`src/rtl/dsw_pkg.sv`:
```
package dsw_pkg;
  localparam int ADDR_W = 5;

  localparam logic [ADDR_W-1:0] OFF_PRE1  = 5'h00;
  localparam logic [ADDR_W-1:0] OFF_PRE2  = 5'h04;
  localparam logic [ADDR_W-1:0] OFF_ISTAT = 5'h08;
  localparam logic [ADDR_W-1:0] OFF_KICK  = 5'h0C;
  localparam logic [ADDR_W-1:0] OFF_CFG   = 5'h10;
  localparam logic [ADDR_W-1:0] OFF_CTRL  = 5'h14;

  localparam logic [15:0] KEY_FIRST  = 16'h0080;
  localparam logic [15:0] KEY_SECOND = 16'h0086;

  localparam int KICK_RELOAD_BIT = 8;
  localparam int KICK_CLEAR_BIT  = 9;

  localparam logic [1:0] IT_LEVEL = 2'b00;
  localparam logic [1:0] IT_PULSE = 2'b01;
  localparam logic [1:0] IT_HIGH  = 2'b10;
  localparam logic [1:0] IT_NONE  = 2'b11;

  typedef enum logic [1:0] {UL_IDLE, UL_ARMED, UL_OPEN} unlock_t;
  typedef enum logic [1:0] {ST_OFF, ST_ONE, ST_TWO, ST_DONE} stage_t;

  typedef struct packed {
    logic       rst_gate;
    logic       fast;
    logic [1:0] itype;
  } cfg_t;
endpackage

```
`src/rtl/dsw_unlock.sv`:
```
module dsw_unlock import dsw_pkg::*; #(
  parameter int DATA_W = 20
) (
  input  logic              clk,
  input  logic              rst_n,
  input  logic              wr_en,
  input  logic [ADDR_W-1:0] wr_addr,
  input  logic [DATA_W-1:0] wr_data,
  output logic              open_o
);
  unlock_t st_q;
  logic    hit_kick;

  assign hit_kick = (wr_addr == OFF_KICK);

  always_ff @(posedge clk or negedge rst_n) begin
    if (!rst_n) begin
      st_q <= UL_IDLE;
    end else if (wr_en) begin
      case (st_q)
        UL_IDLE:  st_q <= (hit_kick && wr_data == DATA_W'(KEY_FIRST)) ? UL_ARMED : UL_IDLE;
        UL_ARMED: st_q <= (hit_kick && wr_data == DATA_W'(KEY_SECOND)) ? UL_OPEN : UL_IDLE;
        default:  st_q <= UL_IDLE;
      endcase
    end
  end

  assign open_o = (st_q == UL_OPEN);
endmodule

```
`src/rtl/dsw_prescaler.sv`:
```
module dsw_prescaler #(
  parameter int SLOW_SHIFT = 15,
  parameter int FAST_SHIFT = 5
) (
  input  logic clk,
  input  logic rst_n,
  input  logic run,
  input  logic restart,
  input  logic fast,
  output logic tick
);
  logic [SLOW_SHIFT-1:0] cnt_q;
  logic                  fast_wrap;
  logic                  slow_wrap;

  always_ff @(posedge clk or negedge rst_n) begin
    if (!rst_n)               cnt_q <= '0;
    else if (restart || !run) cnt_q <= '0;
    else                      cnt_q <= cnt_q + 1'b1;
  end

  generate
    if (FAST_SHIFT > 0) begin : g_fast_div
      assign fast_wrap = &cnt_q[FAST_SHIFT-1:0];
    end else begin : g_fast_every
      assign fast_wrap = 1'b1;
    end
  endgenerate

  assign slow_wrap = &cnt_q;
  assign tick      = run && !restart && (fast ? fast_wrap : slow_wrap);
endmodule

```
`src/rtl/dsw_stages.sv`:
```
module dsw_stages import dsw_pkg::*; #(
  parameter int CNT_W = 20
) (
  input  logic             clk,
  input  logic             rst_n,
  input  logic             enable,
  input  logic             start,
  input  logic             tick,
  input  logic             timer_mode,
  input  logic [CNT_W-1:0] pre1,
  input  logic [CNT_W-1:0] pre2,
  output logic             one_done,
  output logic             two_done,
  output stage_t           stage_o
);
  stage_t           stage_q;
  logic [CNT_W-1:0] cnt_q;
  logic             at_zero;
  logic             step;

  assign at_zero  = (cnt_q == '0);
  assign step     = enable && !start && tick;
  assign one_done = step && (stage_q == ST_ONE) && at_zero;
  assign two_done = step && (stage_q == ST_TWO) && at_zero;

  always_ff @(posedge clk or negedge rst_n) begin
    if (!rst_n) begin
      stage_q <= ST_OFF;
      cnt_q   <= '0;
    end else if (start) begin
      stage_q <= ST_ONE;
      cnt_q   <= pre1;
    end else if (!enable) begin
      stage_q <= ST_OFF;
    end else if (tick) begin
      case (stage_q)
        ST_ONE: begin
          if (!at_zero) begin
            cnt_q <= cnt_q - 1'b1;
          end else if (timer_mode) begin
            cnt_q <= pre1;
          end else begin
            stage_q <= ST_TWO;
            cnt_q   <= pre2;
          end
        end
        ST_TWO: begin
          if (!at_zero) cnt_q <= cnt_q - 1'b1;
          else          stage_q <= ST_DONE;
        end
        default: ;
      endcase
    end
  end

  assign stage_o = stage_q;
endmodule

```
`src/rtl/dual_stage_wdt.sv`:
```
module dual_stage_wdt import dsw_pkg::*; #(
  parameter int CNT_W      = 20,
  parameter int SLOW_SHIFT = 15,
  parameter int FAST_SHIFT = 5
) (
  input  logic              clk,
  input  logic              rst_n,
  input  logic              bus_we,
  input  logic [ADDR_W-1:0] bus_addr,
  input  logic [CNT_W-1:0]  bus_wdata,
  output logic [CNT_W-1:0]  bus_rdata,
  output logic              irq_o,
  output logic              irq_hi_o,
  output logic              wdt_reset_o
);
  localparam logic [CNT_W-1:0] PRE_RESET = '1;

  logic             unlock_open;
  logic             grant;
  logic [CNT_W-1:0] pre1_q, pre2_q;
  cfg_t             cfg_q;
  logic             lock_q, en_q, tmode_q;
  logic             istat_q, pulse_q, flag_q;
  logic             wr_kick_g, wr_ctrl, wr_cfg, wr_istat;
  logic             start, tick, one_done, two_done;
  stage_t           stage_q;

  dsw_unlock #(.DATA_W(CNT_W)) u_unlock (
    .clk(clk), .rst_n(rst_n), .wr_en(bus_we), .wr_addr(bus_addr),
    .wr_data(bus_wdata), .open_o(unlock_open)
  );

  assign grant     = bus_we && unlock_open;
  assign wr_kick_g = grant && (bus_addr == OFF_KICK);
  assign wr_ctrl   = bus_we && (bus_addr == OFF_CTRL);
  assign wr_cfg    = bus_we && (bus_addr == OFF_CFG);
  assign wr_istat  = bus_we && (bus_addr == OFF_ISTAT);

  assign start = (wr_ctrl && bus_wdata[1] && !en_q)
               || (wr_kick_g && bus_wdata[KICK_RELOAD_BIT]);

  // Guarded preloads
  always_ff @(posedge clk or negedge rst_n) begin
    if (!rst_n) begin
      pre1_q <= PRE_RESET;
      pre2_q <= PRE_RESET;
    end else if (grant) begin
      if (bus_addr == OFF_PRE1) pre1_q <= bus_wdata;
      if (bus_addr == OFF_PRE2) pre2_q <= bus_wdata;
    end
  end

  // Open configuration and control
  always_ff @(posedge clk or negedge rst_n) begin
    if (!rst_n) begin
      cfg_q   <= '0;
      lock_q  <= 1'b0;
      en_q    <= 1'b0;
      tmode_q <= 1'b0;
    end else begin
      if (wr_cfg) begin
        cfg_q.rst_gate <= bus_wdata[5];
        cfg_q.fast     <= bus_wdata[2];
        cfg_q.itype    <= bus_wdata[1:0];
      end
      if (wr_ctrl) begin
        lock_q <= lock_q | bus_wdata[0];
        en_q   <= bus_wdata[1] | (lock_q & en_q);
        if (!lock_q) tmode_q <= bus_wdata[2];
      end
    end
  end

  dsw_prescaler #(.SLOW_SHIFT(SLOW_SHIFT), .FAST_SHIFT(FAST_SHIFT)) u_presc (
    .clk(clk), .rst_n(rst_n), .run(en_q), .restart(start),
    .fast(cfg_q.fast), .tick(tick)
  );

  dsw_stages #(.CNT_W(CNT_W)) u_stages (
    .clk(clk), .rst_n(rst_n), .enable(en_q), .start(start), .tick(tick),
    .timer_mode(tmode_q), .pre1(pre1_q), .pre2(pre2_q),
    .one_done(one_done), .two_done(two_done), .stage_o(stage_q)
  );

  // Interrupt status, pulse and sticky timeout flag
  always_ff @(posedge clk or negedge rst_n) begin
    if (!rst_n) begin
      istat_q <= 1'b0;
      pulse_q <= 1'b0;
      flag_q  <= 1'b0;
    end else begin
      pulse_q <= one_done && (cfg_q.itype == IT_PULSE);
      if (one_done && cfg_q.itype != IT_NONE) istat_q <= 1'b1;
      else if (wr_istat && bus_wdata[0])      istat_q <= 1'b0;
      if (two_done)                                         flag_q <= 1'b1;
      else if (wr_kick_g && bus_wdata[KICK_CLEAR_BIT])      flag_q <= 1'b0;
    end
  end

  assign irq_o       = ((cfg_q.itype == IT_LEVEL) && istat_q)
                     || ((cfg_q.itype == IT_PULSE) && pulse_q);
  assign irq_hi_o    = (cfg_q.itype == IT_HIGH) && istat_q;
  assign wdt_reset_o = flag_q && !cfg_q.rst_gate;

  always_comb begin
    bus_rdata = '0;
    case (bus_addr)
      OFF_PRE1:  bus_rdata = pre1_q;
      OFF_PRE2:  bus_rdata = pre2_q;
      OFF_ISTAT: bus_rdata[0] = istat_q;
      OFF_KICK:  bus_rdata[KICK_CLEAR_BIT] = flag_q;
      OFF_CFG: begin
        bus_rdata[5]   = cfg_q.rst_gate;
        bus_rdata[2]   = cfg_q.fast;
        bus_rdata[1:0] = cfg_q.itype;
      end
      OFF_CTRL:  bus_rdata[2:0] = {tmode_q, en_q, lock_q};
      default: ;
    endcase
  end
endmodule

```
`config.mk`:
```
export PLATFORM = sky130hd
export DESIGN_NAME = dual_stage_wdt
export DESIGN_NICKNAME = d
export VERILOG_FILES = /design/src/rtl/dsw_pkg.sv /design/src/rtl/dsw_unlock.sv /design/src/rtl/dsw_prescaler.sv /design/src/rtl/dsw_stages.sv /design/src/rtl/dual_stage_wdt.sv
export SDC_FILE = /design/constraint.sdc
export NUM_CORES = 1
export LEC_CHECK = 0
export ABC_AREA = 0
export CORE_MARGIN = 3
export CORE_UTILIZATION = 50
export CTS_CLUSTER_SIZE = 28
export DETAILED_ROUTE_END_ITERATION = 7
export DONT_BUFFER_PORTS = 1
export GPL_ROUTABILITY_DRIVEN = 0
export PLACE_DENSITY = 0.64
export SLEW_MARGIN = 20
export SYNTH_ARGS = -nofsm -noshare
export SYNTH_HDL_FRONTEND = slang
export SYNTH_HIERARCHICAL = 1
export SYNTH_SLANG_ARGS = --single-unit
```
`constraint.sdc`:
```
create_clock -name clk -period 2.8 [get_ports clk]
set_input_delay 0 -clock clk [delete_from_list [all_inputs] [get_ports clk]]
set_output_delay 0 -clock clk [all_outputs]
set_load 0.05 [all_outputs]
```
[Word-level counts from Yosys, hierarchy flattened]
Index checks and enable logic that the tools add are counted.
Word-level totals
  register bits: 89
  input bits: 28
  word-level logic and storage cells: 118
Operators by class
  add/sub/neg operators: 2
  eq/ne operators: 20
  multiplexer cells: 30
  bitwise logic cells: 4
  reductions and logical operators: 47
Operators with widths (number)
  $mux 20: 6
  $eq 20x8->1 const B: 2
  $pmux 20 s2: 1
  $logic_and 1x1->1: 25
  $logic_not 20->1: 1
  $pmux 10 s2: 1
  $sub 20x1->20 const B: 1
  $add 15x1->15 const B: 1
  $mux 15: 1
  $reduce_and 15->1: 1
  $mux 2: 7
  $pmux 2 s2: 3
  $eq 5x4->1 const B: 2
  $eq 5x5->1 const B: 2
  $reduce_and 5->1: 2
  $ne 4x3->1 const B: 2
  $pmux 2 s4: 1
  $reduce_bool 2->1: 4
  $eq 2x1->1 const B: 3
  $eq 2x2->1 const B: 3
  $mux 1: 6
  $pmux 1 s3: 2
  $pmux 3 s2: 1
  $reduce_and 2->1: 3
  other kinds (16): 22

[Longest topological paths before layout]
Gate-level depths: netlist of run 1.
  depth in word-level cells: 13
  gate-level depth with buffers: 14
  depth with buffers taken out: 13

[By module]
Netlist of run 1, hierarchy kept.
Modules (own cells, without submodules)
  dual_stage_wdt: times used 1, cells an instance 175, area an instance 2389.8 um^2, seq. area each 1301.2 um^2
  dsw_stages: times used 1, cells an instance 221, area an instance 1830.5 um^2, seq. area each 550.5 um^2
  dsw_prescaler: times used 1, cells an instance 77, area an instance 759.5 um^2, seq. area each 375.4 um^2
  dsw_unlock: times used 1, cells an instance 19, area an instance 180.2 um^2, seq. area each 50.0 um^2

[Worst setup path after synthesis of run 1]
Ideal clock, no wire load.
  kind: in2reg
  from: input port bus_addr[2]
  to: register u_stages.cnt_q[18]
  setup time: 0.126 ns
  arrival: 2.149 ns
  data required time: 2.674 ns
  slack: 0.525 ns
  stages on the path: 12
  path through: buf_2 > nor2b_1 > and4_1 > a32o_1 > nand2b_1 > nor2_1 > o21a_1 > nand3_1 > a41oi_2 > nor2_1 > buf_2 > a221o_1
On the way
  word-level cells in the longest chain between the ends: 10
Ends and longest elaborated chain
  start, declared: line dual_stage_wdt.sv:9  | input logic [ADDR_W-1:0] bus_addr,
  $eq 5x5->1: line dual_stage_wdt.sv:35  | assign wr_ctrl = bus_we && (bus_addr == OFF_CTRL);
  $logic_and 1x1->1: line dual_stage_wdt.sv:35
  $logic_and 1x1->1 (2 in a row): line dual_stage_wdt.sv:39  | assign start = (wr_ctrl && bus_wdata[1] && !en_q)
  $logic_or 1x1->1 *: line dual_stage_wdt.sv:40  | || (wr_kick_g && bus_wdata[KICK_RELOAD_BIT]);
  via start: line dual_stage_wdt.sv:25  | logic start, tick, one_done, two_done;
  $logic_not 1->1 *: line dsw_prescaler.sv:31  | assign tick = run && !restart && (fast ? fast_wrap : slow_wrap);
  $logic_and 1x1->1 * (2 in a row): line dsw_prescaler.sv:31
  via tick: line dual_stage_wdt.sv:25
  $reduce_bool 2->1 (no source line) *
  $reduce_and 4->1 (no source line) *
  end signal, assigned: line dsw_stages.sv:32  | cnt_q <= pre1;
  end signal, assigned: line dsw_stages.sv:39  | cnt_q <= cnt_q - 1'b1;
  end signal, assigned: line dsw_stages.sv:41  | cnt_q <= pre1;
  end, declared: line dsw_stages.sv:17  | logic [CNT_W-1:0] cnt_q;
Mark *: on every way through the listed nets, which the timed path passes. The rest lies on a longest branch.
A chain may end at the register's enable or synchronous reset.

[Worst setup path in the final report of run 1]
  from: register u_unlock.st_q[0]
  to: register u_stages.cnt_q[13]
On the way
  word-level cells in the longest chain between the ends: 10
Ends and longest elaborated chain
  start, declared: line dsw_unlock.sv:11  | unlock_t st_q;
  start signal, assigned: line dsw_unlock.sv:21  | UL_IDLE: st_q <= (hit_kick && wr_data == DATA_W'(KEY_FIRST)) ? UL_ARMED : UL_IDLE;
  start signal, assigned: line dsw_unlock.sv:22  | UL_ARMED: st_q <= (hit_kick && wr_data == DATA_W'(KEY_SECOND)) ? UL_OPEN : UL_IDLE;
  $eq 2x2->1: line dsw_unlock.sv:28  | assign open_o = (st_q == UL_OPEN);
  via unlock_open: line dual_stage_wdt.sv:18  | logic unlock_open;
  $logic_and 1x1->1: line dual_stage_wdt.sv:33  | assign grant = bus_we && unlock_open;
  $logic_and 1x1->1: line dual_stage_wdt.sv:34  | assign wr_kick_g = grant && (bus_addr == OFF_KICK);
  $logic_and 1x1->1: line dual_stage_wdt.sv:40
  $logic_or 1x1->1: line dual_stage_wdt.sv:40
  via start: line dual_stage_wdt.sv:25
  $logic_not 1->1: line dsw_prescaler.sv:31
  $logic_and 1x1->1 (2 in a row): line dsw_prescaler.sv:31
  via tick: line dual_stage_wdt.sv:25
  $reduce_bool 2->1 (no source line)
  $reduce_and 4->1 (no source line)
The timed path passes the listed nets, and every way through them passes these cells.

==> reports/results.tsv, run 1 <==
stage	metric	value	unit
die	I/O pin total	51	
run_status	run status	completed	
die	starting utilization of the core area	0.521	
die	width of the die	108	µm
final_layout	layout cell share with drive strength beyond 1	0.256	
timing	achievable clock frequency	382	MHz
clock_network	clock sink total	89	
drt	number of antenna-violating nets in the routed design	0	
power	net switching power	0.000848	W
grt	M1 GR Usage	0.343	
critical_path	arrival time worst endpoint	2.90	ns
final_layout	total number of nets in the final design	561	
die	row count	36	
drt	first-iteration detailed-routing DRC count	237	
yosys	netlist area before placement	5160	µm²
place	placed cell count	618	
power	worst IR drop on VDD	0.406	mV
final_layout	final design utilization	0.592	
timing	pin slew with the least headroom to its limit	0.981	ns
clock_network	number of clock buffers inserted by TritonCTS	9	
final_layout	most common cell after layout, fill and taps aside	dfrtp_1	
power	LEAKAGE	2.38	nW
timing	Hold Violations, Final	0	
clock_network	clk slew on worst S/H paths	0.09	ns
final_layout	count of inserted antenna diode cells	0	
die	area inside the core boundary	9910	µm²
yosys	most used flip-flop cell after synthesis	dfrtp_1	
flow_run	max cap viols	0	
power	Final Total Pwr	0.00291	W
grt	number of global-route vias before repair	4212	
clock_network	insertion delay of the later-clocked pin in the worst-skew pair	0.37	ns
yosys	nets in the synthesized netlist	523	
final_layout	final non-filler cell total	668	
drt	count of TritonRoute iterations in the first routing pass	5	
final_layout	post-layout instance area	5870	µm²
yosys	Post-Synthesis Cells	492	
timing	final critical path time including I/O delays and setup	2.62	ns
yosys	number of distinct library cell variants in the gate-level netlist after synthesis	62	
power	clock network fraction of design power	0.322	
worst_hold_path	path class of the lowest-slack min-delay path	input pin to flip-flop	
yosys	Yosys warning count	6	
clock_network	clk buf depth	2	
clock_network	CTS tree	done	
drt	Detailed Route WL	13900	µm
final_layout	area growth from synthesis to final layout	13.7	%
clock_network	clock root buffer	clkbuf_8	
place	dpl hpwl	9520	µm
power	power per unit of standard cell area	496	nW/µm²
timing	worst clock skew	0.0169	ns
yosys	post-synthesis sequential element count	89	
power	Switching Share	0.292	
grt	number of antenna violations at the first check in global routing	0	
yosys	number of flops mapped to enable cells by yosys	0	
clock_network	H-tree levels	3	
power	combinational power share	0.176	
place	area post-placement	5290	µm²
grt	Congestion Overflow GR	0	
drt	routed length per placed instance	20.8	µm
timing	Period Utilization, post-route	0.934	
place	count of port buffers added during placement	0	
die	vertical extent of the die	108	µm
die	die area	11600	µm²
critical_path	kind of critical path	flip-flop to flip-flop	
critical_path	worst endpoint required time	3.08	ns
power	Power Internal	0.00206	W
timing	Final Setup Violations	0	
grt	met3 usage	0.0678	
grt	global-route wire length before repair	22700	µm
drt	routed via count divided by cell count	6.24	
yosys	share of synthesized registers carrying an async set or reset	1.00	
drt	DR vias	4165	
timing	final max-slew violation count	0	
drt	DR DRC count	0	
timing	Setup TNS	0	ns
clock_network	count of buffers added by post-CTS timing repair for setup	0	
grt	largest net degree at the start of global routing	90	
yosys	post-synthesis average cell area	10.5	µm²
timing	max_slew headroom	0.345	
grt	most heavily used metal layer in global routing	met2	
grt	met2 Usage GRT	0.384	
grt	all-layer global routing usage	0.253	
final_layout	most used cells in the layout excluding fill and tap cells	dfrtp_1, mux2_2, nor2_1	
yosys	sequential cell area fraction in the yosys report	0.441	
critical_path	largest fanout of any net on the critical path	11	
power	share of total power in sequential cells	0.501	
critical_path	Critical Path Sink Type	flip-flop	
timing	setup repair after global routing missed its margin	no	
critical_path	startpoint type of the worst setup path	flip-flop	
==> flip-flops by register name, summed over array words and instances (netlist names) <==
name              flops
pulse_q               1
tmode_q               1
u_presc/cnt_q        15
flag_q                1
u_stages/stage_o      2
cfg_q                 4
pre2_q               20
istat_q               1
u_stages/cnt_q       20
en_q                  1
pre1_q               20
lock_q                1
u_unlock/st_q         2
==> kinds of logic (layout without fill, tap and decap cells) <==
kind of cell | after synthesis | after routing | share of synthesized area
AO/OA/AOI/OAI | 109 | 109 | 0.147
XOR/XNOR | 19 | 19 | 0.0323
adder cells (fa/ha/maj) | 3 | 3 | 0.00728
buffers and inverters | 34 | 77 | 0.0386
flip-flops | 89 | 89 | 0.441
multiplexers | 65 | 65 | 0.137
AND/OR/NAND/NOR | 173 | 173 | 0.197
==> area by class of cell <==
type | count | area (µm²)
Clock buffer | 13 | 191
Clock inverter | 3 | 26.3
Fill cell | 889 | 4040
Inverter | 11 | 41.3
Multi-Input combinational cell | 369 | 2690
Sequential cell | 89 | 2280
Tap cell | 133 | 166
Timing Repair Buffer | 50 | 478
==> power groups by stage <==
stage / logic [W] / registers, W / clock network [W]
2_1_floorplan: 0.000357 / 0.00145 / 0
3_3_place_gp: 0.000417 / 0.00148 / 0
3_5_place_dp: 0.000424 / 0.00148 / 0
4_1_cts: 0.000505 / 0.00146 / 0.000964
5_1_grt: 0.000566 / 0.00147 / 0.00103
6_report: 0.000513 / 0.00146 / 0.000938
==> critical path, stage by stage, from the launching register on <==
cell	delay, ns
dfrtp_1	0.42
nor2_1	0.23
nand2_1	0.09
nor3_1	0.16
a32o_1	0.19
nand2b_1	0.14
nor2_1	0.05
o21a_1	0.16
nand3_1	0.19
a41oi_2	0.08
nor2_2	0.46
nor2_1	0.18
a21oi_1	0.19
==> final timing paths <==
check,slack (ns),from,cells after the start,endpoint
max,0.18,u_unlock/st_q[0],12,u_stages/cnt_q[13]
min in group asynchronous,0.21,rst_n,2,u_stages/cnt_q[11]
max in group asynchronous,2.21,rst_n,2,pre2_q[2]
max reg2reg,0.18,u_unlock/st_q[0],12,u_stages/cnt_q[13]
min,0.07,bus_addr[2],3,tmode_q
min reg2reg,0.54,u_presc/cnt_q[14],2,u_presc/cnt_q[14]
==> timing repair <==
action,4_1_cts,5_1_grt
gates resized for setup,0,1
endpoints found under the hold margin,140,0
hold buffers,34,0
endpoints found under the setup margin,0,13
==> through the flow <==
| stage | worst slack [ns] | hold slack (ns) |
|---|---|---|
| after floorplan | 0.525 | -0.296 |
| after global placement | 0.191 | -0.290 |
| after detailed placement | 0.0733 | -0.290 |
| after CTS | 0.0325 | 0.0370 |
| after global routing | 0.0137 | 0.0544 |
| final | 0.185 | 0.0665 |
==> cells in the mapped netlist (4+ instances only) <==
library cell | n | area (µm²)
o21ai_1 | 5 | 25.0
buf_2 | 9 | 45.0
nor2b_1 | 7 | 43.8
nand4_1 | 12 | 75.1
dfstp_2 | 40 | 1050
and4_1 | 4 | 35.0
nor4_1 | 5 | 31.3
a21oi_1 | 25 | 125
and3_1 | 6 | 37.5
o21ai_0 | 19 | 95.1
xnor2_1 | 12 | 105
o31ai_1 | 4 | 30.0
o221a_2 | 4 | 45.0
nand3_1 | 12 | 60.1
clkbuf_1 | 4 | 15.0
dfrtp_1 | 49 | 1230
mux2_2 | 44 | 495
nor3_1 | 15 | 75.1
xor2_1 | 7 | 61.3
nor3b_1 | 4 | 30.0
inv_1 | 11 | 41.3
nor2_1 | 42 | 158
mux2i_1 | 19 | 190
nand2b_1 | 7 | 43.8
o22ai_1 | 11 | 68.8
buf_6 | 7 | 78.8
or3_1 | 5 | 31.3
a22o_1 | 17 | 149
nand2_1 | 29 | 109
or4_1 | 4 | 30.0
a22oi_1 | 4 | 30.0
==> metal layers <==
| metal | up-vias | routed length, µm |
|---|---|---|
| met5 | - | 0 |
| met4 | 0 | 397 |
| met3 | 27 | 1040 |
| met2 | 168 | 6430 |
| met1 | 2050 | 6010 |
| li1 | 1920 | - |
(Power assumes the default switching activity.)
==> run 2, diff against run 1 <==
--- a/config.mk
+++ b/config.mk
@@ -12,7 +12,7 @@
 export DETAILED_ROUTE_END_ITERATION = 7
 export DONT_BUFFER_PORTS = 1
 export GPL_ROUTABILITY_DRIVEN = 0
-export PLACE_DENSITY = 0.64
+export PLACE_DENSITY = 0.74
 export SLEW_MARGIN = 20
 export SYNTH_ARGS = -nofsm -noshare
 export SYNTH_HDL_FRONTEND = slang
==> reports/results.tsv, run 2 (same netlist as run 1, synthesis figures left out) <==
stage	metric	value	unit
flow_run	max cap viols	0	
final_layout	most common cell after layout, fill and taps aside	dfrtp_1	
drt	wl on met1	5820	µm
grt	largest net degree at the start of global routing	90	
clock_network	insertion delay of the later-clocked pin in the worst-skew pair	0.37	ns
critical_path	worst endpoint required time	3.10	ns
power	power per unit of standard cell area	489	nW/µm²
drt	highest layer used for signal routing	met4	
drt	number of antenna-violating nets in the routed design	0	
timing	worst clock skew	0.00925	ns
die	row count	36	
drt	routed length per placed instance	20.2	µm
critical_path	arrival time worst endpoint	2.89	ns
die	vertical extent of the die	108	µm
grt	number of antenna violations at the first check in global routing	0	
timing	final max-slew violation count	0	
clock_network	clk slew on worst S/H paths	0.08	ns
timing	Setup TNS	0	ns
final_layout	total number of nets in the final design	566	
grt	global-route wire length before repair	22600	µm
final_layout	layout cell share with drive strength beyond 1	0.259	
drt	routed via count divided by cell count	6.35	
drt	first-iteration detailed-routing DRC count	305	
timing	worst setup margin	0.212	ns
clock_network	count of buffers added by post-CTS timing repair for setup	0	
critical_path	Critical Path Sink Type	flip-flop	
final_layout	area taken by multi-input logic gates	2680	µm²
clock_network	CTS tree	done	
clock_network	clock root buffer	clkbuf_8	
final_layout	most used cells in the layout excluding fill and tap cells	dfrtp_1, mux2_2, nor2_1	
power	worst IR drop on VDD	0.387	mV
power	Final Total Pwr	0.00288	W
clock_network	number of clock buffers inserted by TritonCTS	9	
power	LEAKAGE	2.40	nW
grt	Congestion Overflow GR	0	
timing	Period Utilization, post-route	0.924	
clock_network	clock sink total	89	
place	dpl hpwl	9300	µm
place	pre-CTS worst setup slack	0.298	ns
place	placed cell count	622	
final_layout	count of filler cells inserted in the layout	797	
die	I/O pin total	51	
drt	DR vias	4271	
final_layout	largest registers	pre1_q: 20 flops, pre2_q: 20 flops, u_stages/cnt_q: 20 flops	
place	count of port buffers added during placement	0	
final_layout	count of inserted antenna diode cells	0	
drt	Detailed Route WL	13600	µm
die	area inside the core boundary	9910	µm²
clock_network	H-tree levels	3	
run_status	run status	completed	
timing	achievable clock frequency	386	MHz
drt	detailed route wirelength on metal3	913	µm
critical_path	largest fanout of any net on the critical path	4	
final_layout	area growth from synthesis to final layout	14.3	%
final_layout	final non-filler cell total	673	
timing	setup repair after global routing missed its margin	no	
grt	number of global-route vias before repair	4385	
worst_hold_path	path class of the lowest-slack min-delay path	input pin to flip-flop	
timing	pin slew with the least headroom to its limit	0.958	ns
critical_path	startpoint type of the worst setup path	flip-flop	
timing	Hold Violations, Final	0	
timing	Final Setup Violations	0	
timing	worst hold slack after final layout	0.0288	ns
die	starting utilization of the core area	0.521	
timing	max_slew headroom	0.360	
final_layout	Reg area	2280	µm²
timing	final critical path time including I/O delays and setup	2.59	ns
drt	DR DRC count	0	
drt	count of TritonRoute iterations in the first routing pass	5	
die	die area	11600	µm²
grt	all-layer global routing usage	0.250	
die	width of the die	108	µm
drt	met2 routed wirelength	6450	µm
clock_network	clk buf depth	2	
critical_path	kind of critical path	flip-flop to flip-flop	
==> run 2: per-stage QoR <==
stage,cell area [µm²],utilization
6_report,5900,0.595
5_1_grt,5900,0.595
4_1_cts,5900,0.595
3_5_place_dp,5320,0.537
3_3_place_gp,5320,0.537
2_1_floorplan,5160,-
==> run 2: repair_timing <==
| item | CTS | global route |
|---|---|---|
| endpoints found under the hold margin | 140 | 0 |
| hold buffers | 35 | 0 |
| resized for setup | 0 | 0 |
==> run 2: area by class of cell <==
class                      count  area share
tap                          133      0.0282
sequential                    89       0.386
clock buffer                  14      0.0329
timing repair buffer          55      0.0879
inverter                      11     0.00700
multi-input combinational    369       0.455
clock inverter                 2     0.00255
==> run 2: final timing paths <==
check                            startpoint             endpoint  slack, ns  cells past startpoint
min reg2reg                       pre1_q[1]    u_stages/cnt_q[1]       0.54                      2
max reg2reg                u_unlock/st_q[0]     u_unlock/st_q[0]       0.21                      6
max in group asynchronous             rst_n            pre2_q[8]       2.23                      2
min                             bus_addr[3]              istat_q       0.03                      3
max                        u_unlock/st_q[0]     u_unlock/st_q[0]       0.21                      6
min in group asynchronous             rst_n  u_stages/stage_o[0]       0.23                      2
==> run 2: power breakdown <==
group	switching (W)	internal (W)	total (W)
clock	0.000451	0.000454	0.000906
combinational	0.000270	0.000252	0.000521
sequential	0.000103	0.00135	0.00146
total	0.000824	0.00206	0.00288
==> run 2: per-layer routing <==
layer	up-vias	global-route usage
met2	205	0.404
met1	2111	0.327
li1	1921	-
met5	-	0
met4	0	0.103
met3	34	0.0540
==> run 2: worst max-delay path: stages (launching register included) <==
cell	delay (ns)
dfrtp_1	0.41
nor3_1	0.18
dlygate4sd3_1	0.59
nand4_1	0.10
dlygate4sd3_1	0.59
o22ai_1	0.10
dlygate4sd3_1	0.56
==> run 3, diff against run 2 <==
--- a/config.mk
+++ b/config.mk
@@ -6,8 +6,10 @@
 export NUM_CORES = 1
 export LEC_CHECK = 0
 export ABC_AREA = 0
+export ABC_CLOCK_PERIOD_IN_PS = 2800
 export CORE_MARGIN = 3
 export CORE_UTILIZATION = 50
+export CTS_BUF_LIST = sky130_fd_sc_hd__clkbuf_2 sky130_fd_sc_hd__clkbuf_4 sky130_fd_sc_hd__clkbuf_8
 export CTS_CLUSTER_SIZE = 28
 export DETAILED_ROUTE_END_ITERATION = 7
 export DONT_BUFFER_PORTS = 1
==> reports/results.tsv, run 3 (same netlist as run 1, synthesis figures left out) <==
stage	metric	value	unit
run_status	run status	completed	
drt	Detailed Route WL	13600	µm
timing	Final Setup Violations	0	
timing	worst clock skew	0.00987	ns
final_layout	most used cells in the layout excluding fill and tap cells	dfrtp_1, mux2_2, nor2_1	
timing	pin slew with the least headroom to its limit	0.960	ns
timing	achievable clock frequency	381	MHz
critical_path	largest fanout of any net on the critical path	4	
timing	worst setup margin	0.176	ns
drt	DR DRC count	0	
drt	DR vias	4300	
timing	worst hold slack after final layout	0.0264	ns
timing	Hold Violations, Final	0	
power	clock network fraction of design power	0.325	
die	starting utilization of the core area	0.521	
drt	first-iteration detailed-routing DRC count	314	
die	die area	11600	µm²
power	LEAKAGE	2.40	nW
final_layout	most common cell after layout, fill and taps aside	dfrtp_1	
grt	all-layer global routing usage	0.249	
power	worst IR drop on VDD	0.386	mV
drt	count of TritonRoute iterations in the first routing pass	5	
final_layout	largest registers	pre1_q: 20 flops, pre2_q: 20 flops, u_stages/cnt_q: 20 flops	
place	pre-CTS worst setup slack	0.298	ns
drt	routed via count divided by cell count	6.39	
clock_network	clock sink total	89	
die	area inside the core boundary	9910	µm²
final_layout	layout cell share with drive strength beyond 1	0.261	
timing	Setup TNS	0	ns
clock_network	clock root buffer	clkbuf_8	
die	row count	36	
grt	number of global-route vias before repair	4402	
drt	number of antenna-violating nets in the routed design	0	
clock_network	CTS tree	done	
place	count of port buffers added during placement	0	
grt	global-route wire length before repair	22400	µm
final_layout	count of inserted antenna diode cells	0	
critical_path	arrival time worst endpoint	2.93	ns
grt	largest net degree at the start of global routing	90	
power	net switching power	0.000824	W
final_layout	total number of nets in the final design	566	
critical_path	kind of critical path	flip-flop to flip-flop	
flow_run	max cap viols	0	
final_layout	area growth from synthesis to final layout	14.4	%
critical_path	startpoint type of the worst setup path	flip-flop	
timing	final critical path time including I/O delays and setup	2.62	ns
clock_network	number of clock buffers inserted by TritonCTS	9	
power	Switching Share	0.281	
power	Power Internal	0.00210	W
clock_network	cts repair resizes	0	
drt	routed length per placed instance	20.2	µm
power	power per unit of standard cell area	496	nW/µm²
power	combinational power share	0.178	
worst_hold_path	path class of the lowest-slack min-delay path	input pin to flip-flop	
clock_network	clk slew on worst S/H paths	0.08	ns
clock_network	H-tree levels	3	
critical_path	worst endpoint required time	3.10	ns
die	width of the die	108	µm
timing	Period Utilization, post-route	0.937	
critical_path	Critical Path Sink Type	flip-flop	
clock_network	clk buf depth	2	
timing	max_slew headroom	0.359	
timing	setup repair after global routing missed its margin	no	
timing	final max-slew violation count	0	
grt	number of antenna violations at the first check in global routing	0	
place	dpl hpwl	9300	µm
die	I/O pin total	51	
grt	Congestion Overflow GR	0	
power	share of total power in sequential cells	0.497	
clock_network	insertion delay of the later-clocked pin in the worst-skew pair	0.37	ns
die	vertical extent of the die	108	µm
[run 3: critical path: stages (launching register included)]
cell and delay [ns]:
dfrtp_1 0.42, nor3_1 0.18, dlygate4sd3_1 0.59, nand4_1 0.09
dlygate4sd3_1 0.59, o22ai_1 0.13, dlygate4sd3_1 0.58
[run 3: per-layer routing]
metal / up-vias / GRT usage / wire (µm)
met5: - / 0 / 0
met1: 2148 / 0.324 / 5730
met3: 31 / 0.0486 / 887
met2: 195 / 0.397 / 6530
li1: 1926 / - / -
met4: 0 / 0.121 / 466
[run 3: worst paths after layout]
path	slack, ns	to	cells past startpoint	start
worst min-delay path	0.03	istat_q	3	bus_addr[3]
worst max-delay path	0.18	u_unlock/st_q[0]	6	u_unlock/st_q[0]
min in group asynchronous	0.21	u_presc/cnt_q[0]	2	rst_n
max in group asynchronous	2.21	pre2_q[4]	2	rst_n
worst min register to register	0.54	u_stages/cnt_q[1]	2	pre1_q[1]
worst max register to register	0.18	u_unlock/st_q[0]	6	u_unlock/st_q[0]
[run 3: what timing repair did]
| action | 4_1_cts | 5_1_grt |
|---|---|---|
| endpoints found under the hold margin | 140 | 0 |
| hold buffers | 35 | 0 |
| setup buffers | 0 | 0 |
| setup endpoints to repair | 0 | 0 |
[run 3: area by class of cell]
type                       instances  area [µm²]
tap                              133         166
fill                             804        4010
timing repair buffer              55         518
clock inverter                     3        45.0
multi-input combinational        369        2680
sequential                        89        2280
clock buffer                      13         173
inverter                          11        41.3
[run 3: per-stage QoR]
step           total power (W)  cells  instance area [µm²]  utilization
3_5_place_dp           0.00191    622                 5320        0.537
6_report               0.00293    673                 5900        0.596
4_1_cts                0.00294    673                 5900        0.596
3_3_place_gp           0.00190    622                 5320        0.537
2_1_floorplan          0.00180    492                 5160            -
5_1_grt                0.00307    673                 5900        0.596
[run 3: power groups by stage]
stage	Sequential [W]	Combinational [W]	Clock (W)
final	0.00146	0.000520	0.000951
after global routing	0.00147	0.000575	0.00102
after CTS	0.00145	0.000511	0.000974
after detailed placement	0.00148	0.000430	0
after global placement	0.00147	0.000426	0
after floorplan	0.00145	0.000357	0
